$ cat src/rtl/pid_pkg.sv
package pid_pkg;
  localparam int CNT_W     = 15;
  localparam int CODE_W    = 4;
  localparam int ALIAS_MAX = 2;
  localparam int ALIAS_OFS = 7;

  // Fold the low selector values onto their aliased codes.
  function automatic logic [CODE_W-1:0] eff_code(input logic [CODE_W-1:0] sel);
    if (sel != '0 && sel <= CODE_W'(ALIAS_MAX))
      return sel + CODE_W'(ALIAS_OFS);
    return sel;
  endfunction

  // Boundary mask: low (code-1) bits set.
  function automatic logic [CNT_W-1:0] period_mask(input logic [CODE_W-1:0] code);
    logic [CNT_W-1:0] one;
    one = CNT_W'(1);
    if (code == '0)
      return '0;
    return (one << (code - CODE_W'(1))) - one;
  endfunction
endpackage

$ cat src/rtl/pid_tick_counter.sv
module pid_tick_counter #(
  parameter int CNT_W = pid_pkg::CNT_W
) (
  input  logic             clk,
  input  logic             rst_n,
  input  logic             tick_en,
  output logic [CNT_W-1:0] cnt_q,
  output logic [CNT_W-1:0] cnt_nxt
);
  // Free-running; wraps naturally at 2^CNT_W.
  assign cnt_nxt = cnt_q + CNT_W'(1);

  always_ff @(posedge clk or negedge rst_n) begin
    if (!rst_n)       cnt_q <= '0;
    else if (tick_en) cnt_q <= cnt_nxt;
  end
endmodule

$ cat src/rtl/pid_rate_decode.sv
module pid_rate_decode #(
  parameter int CNT_W  = pid_pkg::CNT_W,
  parameter int CODE_W = pid_pkg::CODE_W
) (
  input  logic [CODE_W-1:0] rate_sel,
  input  logic              periodic_en,
  output logic              active,
  output logic [CNT_W-1:0]  mask
);
  logic [CODE_W-1:0] code;

  always_comb begin
    code   = pid_pkg::eff_code(rate_sel);
    mask   = pid_pkg::period_mask(code);
    active = periodic_en && (rate_sel != '0);
  end
endmodule

$ cat src/rtl/pid_event_gen.sv
module pid_event_gen #(
  parameter int CNT_W = pid_pkg::CNT_W
) (
  input  logic             clk,
  input  logic             rst_n,
  input  logic             tick_en,
  input  logic             active,
  input  logic [CNT_W-1:0] mask,
  input  logic [CNT_W-1:0] cnt_nxt,
  output logic             fire,
  output logic             pulse_q
);
  // Boundary when the count about to be stored has its masked bits clear.
  assign fire = tick_en && active && ((cnt_nxt & mask) == '0);

  always_ff @(posedge clk or negedge rst_n) begin
    if (!rst_n) pulse_q <= 1'b0;
    else        pulse_q <= fire;
  end
endmodule

$ cat src/rtl/periodic_irq_divider.sv
module periodic_irq_divider #(
  parameter int CNT_W  = pid_pkg::CNT_W,
  parameter int CODE_W = pid_pkg::CODE_W
) (
  input  logic              clk,
  input  logic              rst_n,
  input  logic              tick_en,
  input  logic [CODE_W-1:0] rate_sel,
  input  logic              periodic_en,
  output logic              periodic_pulse
);
  logic [CNT_W-1:0] cnt_q;
  logic [CNT_W-1:0] cnt_nxt;
  logic [CNT_W-1:0] rate_mask;
  logic             rate_active;
  logic             boundary_fire;

  pid_tick_counter #(.CNT_W(CNT_W)) u_cnt (
    .clk(clk), .rst_n(rst_n), .tick_en(tick_en),
    .cnt_q(cnt_q), .cnt_nxt(cnt_nxt)
  );

  pid_rate_decode #(.CNT_W(CNT_W), .CODE_W(CODE_W)) u_dec (
    .rate_sel(rate_sel), .periodic_en(periodic_en),
    .active(rate_active), .mask(rate_mask)
  );

  pid_event_gen #(.CNT_W(CNT_W)) u_evt (
    .clk(clk), .rst_n(rst_n), .tick_en(tick_en),
    .active(rate_active), .mask(rate_mask), .cnt_nxt(cnt_nxt),
    .fire(boundary_fire), .pulse_q(periodic_pulse)
  );
endmodule

$ cat config.mk
export PLATFORM = sky130hd
export DESIGN_NAME = periodic_irq_divider
export DESIGN_NICKNAME = d
export VERILOG_FILES = /design/src/rtl/pid_pkg.sv /design/src/rtl/pid_tick_counter.sv /design/src/rtl/pid_rate_decode.sv /design/src/rtl/pid_event_gen.sv /design/src/rtl/periodic_irq_divider.sv
export SDC_FILE = /design/constraint.sdc
export NUM_CORES = 1
export LEC_CHECK = 0
export ABC_AREA = 0
export BUFFER_PORTS_ARGS = -buffer_cell sky130_fd_sc_hd__clkbuf_2
export CORE_ASPECT_RATIO = 1.25
export CORE_MARGIN = 2
export CORE_UTILIZATION = 45
export DETAILED_ROUTE_END_ITERATION = 7
export PLACE_DENSITY = 0.62
export SLEW_MARGIN = 20
export SYNTH_ARGS = -nofsm -noshare
export SYNTH_HDL_FRONTEND = slang
export SYNTH_SLANG_ARGS = --single-unit
$ cat constraint.sdc
create_clock -name clk -period 2.95 [get_ports clk]
set_input_delay 0.295 -clock clk [delete_from_list [all_inputs] [get_ports clk]]
set_output_delay 0.295 -clock clk [all_outputs]
set_load 0.03 [all_outputs]
==> run summary <==
The flow ran to the end, and the final reports show no timing, DRC or antenna violations. Detailed routing inserted a total of 1350 vias. After routing, the total negative slack on setup checks comes to 0 ns. Counting along the longest clock path gives a buffer depth of 2. The fraction of layout cells with a size suffix above 1 is 19.1%.

The analysis attributes to net switching a power of 364 uW. The mean post-synth cell area is 8.48 sq um, and the post-synthesis sequential area ratio is 27.4%. The synthesized design contains 16 register bits. STA classifies the critical path startpoint as an input pin. Distinct cell type count of the synthesized netlist: 47.

The cell count after synthesis came out at 172. Walking the worst path, the cells encountered are clkbuf_2 > inv_1 > buf_4 > ha_1 > nor2b_1 > or3_4 > nand2_1 > or3_1 > ha_1 > nor2b_1 > a311oi_1 > o2111ai_1 > nor4_2. Across the VDD grid, the largest voltage drop is 428 uV. The clock period minus final worst setup slack was 2.75 ns. The number of flops mapped to enable cells by yosys was 0.

For this run, design rule violations remaining after detail routing come to 0. In this run the remaining antenna-violating nets after routing total 0. The portion of the clock cycle consumed by the worst path in the final layout was 93.3%; the via count of the first global-routing pass was 1356. The sum of internal, switching and leakage power is 918 uW, and the relative area change from synthesis to final layout is 14.1%. The sequential fraction of design power is 39.5%. Clock-pin slew was measured on the worst setup and hold paths at 0.06 ns. The region available for standard cell placement spans 3170 sq um. The total number of placement rows is 23, and the met2 demand-to-capacity share in global routing is 39.6%. Summing every instance area after synthesis gives 1460 sq um. Detailed placement ended at an HPWL of 2.86 mm. For this run, global-route usage on met1 was measured as 28.4%. For the final database, setup skew stands at 0.00265 ns. The critical path required time is 3.10 ns, and the global-route wire length before repair is 6.29 mm. Average wire per standard cell: 15.8 um. For the post-CTS setup buffer count, the log shows 0. The tools report the clock tree root driver cell as sky130_fd_sc_hd__clkbuf_8.

After global routing the overflow that remains totals 0. The starting utilization of the core area was 46.1%; the post-detailed-route via-to-cell ratio was 6.00. The post-synthesis async set-or-reset flop share is 100%. The largest total area in the synthesized netlist belongs to sky130_fd_sc_hd__dfrtp_1. The leakage power total was 0.630 nW. For the post-cts hold buffer count, the log shows 1. The final worst setup slack is 0.197 ns.

By instance count, the leading cell after synthesis is sky130_fd_sc_hd__xnor2_1. The number of cells on the worst reg-to-reg path is 7. Prior to clock tree synthesis, the placed netlist has a worst setup slack of -0.0639 ns.

The tools report the initial antenna violation count as 0. The floorplan step set the die height to 67.7 um. The run gives 0 as the final setup violation count.

STA puts the critical path data arrival time at 2.91 ns. Number of top-level pins: 9. Met3 track demand over resource: 2.21%. Chip width: 54.9 um. Entering global routing, the biggest net connects 19 pins. The run gives 184 as the synthesized net count. The final hold violation count is 0.

The level count of the clock H-tree was 1. Total power density per cell area: 551 nW/um^2. The number of cells on the worst hold path was 5; the first-pass iteration count of the detailed router was 4. Net switching is 39.6% of the power. The number of clock buffers added by TritonCTS is 3. Cell with the largest stage delay on the worst path: sky130_fd_sc_hd__or3_1. The sort of element at the end of the critical path is a register.

Input and output buffers added on the ports amount to 8. Clock latency on the worst-skew pair, taken at its later pin, is 0.25 ns. The logs give 0 for the final-report max-slew violation count and 0 for the count of instances resized after the clock tree is built. At the pin with the least slew margin, the transition time is 0.472 ns.

In the synthesized netlist, the cells that appear most often are sky130_fd_sc_hd__xnor2_1, sky130_fd_sc_hd__nand2_1, sky130_fd_sc_hd__dfrtp_1. In this run the worst path has a maximum fanout of 10. TritonCTS built the clock tree.

Die outline area: 3720 sq um. The congestion estimate from routability-driven global placement came to 0.928. The synthesized design devotes to its leading area cell type 27.4% of total area. The internal cell power is 554 uW, and the largest stage delay on the critical path is 0.38 ns. Setup repair after global routing left no endpoint under its margin.

Dominant register cell in the synthesized netlist: sky130_fd_sc_hd__dfrtp_1. For this run, the number of Yosys warnings is 0. After filler insertion, the fill cell instance count of the layout stands at 314.

The diode insertion count for antenna repair is 0, and the DRC marker count from the first detailed-route iteration is 44. The final worst hold slack came out at 0.435 ns. Static timing analysis puts the maximum clock frequency at 363 MHz. For this design, the sink count on the clock tree is 16. Global routing used 23.4% of the available tracks. The part of the total power dissipated in the clock network was 17.6%; the remaining max-slew budget at the tightest pin was 68.3%. Number of max-capacitance violations reported: 0. The part of the power in combinational logic came out at 42.9%.

Most used routing layer in global routing: met2. For this run, the post-layout net count is 202. By startpoint and endpoint, the worst setup path is classified as input pin to register. Total detailed-routing wirelength: 3.55 mm. Sorting the synthesized cells by area gives the leading types as sky130_fd_sc_hd__dfrtp_1, sky130_fd_sc_hd__xnor2_1, sky130_fd_sc_hd__nand2_1, sky130_fd_sc_hd__ha_1, sky130_fd_sc_hd__nand4_1.

The worst hold path belongs to the class input pin to register.
-- kinds of logic (layout without fill, tap and decap cells) --
group           count (synthesis)  in the layout  share of synthesized area (%)
xor+xnor                       26             26                           15.6
fa+ha+maj                       4              4                           3.43
mux                             3              3                           2.23
compound gates                 35             35                           19.3
flops                          16             16                           27.4
simple gates                   73             73                           27.6
buf+inv                        15             31                           4.37
-- placed cells by master, fill, tap and decap left out, types with 4 or more instances in the layout --
cell	netlist	final
sky130_fd_sc_hd__nand3_1	7	7
sky130_fd_sc_hd__inv_1	5	5
sky130_fd_sc_hd__nand2_1	23	23
sky130_fd_sc_hd__nand4_1	8	8
sky130_fd_sc_hd__ha_1	4	4
sky130_fd_sc_hd__dfrtp_1	16	16
sky130_fd_sc_hd__nor3_1	6	6
sky130_fd_sc_hd__xnor2_1	24	24
sky130_fd_sc_hd__clkbuf_2	0	8
sky130_fd_sc_hd__nor2_1	11	11
sky130_fd_sc_hd__a21oi_1	5	5
sky130_fd_sc_hd__buf_4	0	14
-- worst paths after layout --
path | slack [ns] | end | from
min in group asynchronous | 0.50 | u_cnt.cnt_q[6] | rst_n
worst min register to register | 0.49 | u_cnt.cnt_q[14] | u_cnt.cnt_q[14]
worst max-delay path | 0.20 | u_evt.pulse_q | rate_sel[0]
worst min-delay path | 0.43 | u_evt.pulse_q | periodic_en
worst max register to register | 0.52 | u_evt.pulse_q | u_cnt.cnt_q[2]
max in group asynchronous | 2.16 | u_evt.pulse_q | rst_n
-- per-layer routing --
layer  part of all wire, %  routed length (um)
met3                   2.1                  76
met4                   3.0                 108
met1                    44                1560
met5                     0                   0
met2                    51                1810
-- per-stage QoR --
stage	cells	utilization [%]	area [sq um]
final	225	52.6	1660
after global routing	225	52.6	1660
after CTS	225	52.6	1660
after detailed placement	221	50.9	1610
after global placement	221	50.9	1610
after floorplan	172	-	1470
-- area by class of cell --
class                      instances  area (sq um)  share of cell area [%]
tap                               37          46.3                    2.78
multi-input combinational        141          1000                    60.2
inverter                           5          18.8                    1.13
clock buffer                       3          41.3                    2.48
timing repair buffer              23           155                    9.32
sequential                        16           400                    24.1
-- worst max-delay path: cells and delay by family --
kind | cells | cell delay, ns
buffers and inverters | 3 | 0.28
adders and majority gates | 2 | 0.52
and+or+nand+nor | 6 | 1.33
AOI/OAI and AO/OA | 2 | 0.48
-- flip-flops by register name, indices dropped and copies added (netlist names) --
signal,flops
u_cnt.cnt_q,15
u_evt.pulse_q,1
-- power groups by stage --
stage | clock network [mW] | logic [mW] | registers [mW]
after floorplan | 0 | 0.332 | 0.318
after CTS | 0.169 | 0.392 | 0.361
after detailed placement | 0 | 0.389 | 0.365
after global placement | 0 | 0.380 | 0.360
final | 0.161 | 0.394 | 0.363
after global routing | 0.177 | 0.437 | 0.376
(Power assumes the default switching activity.)
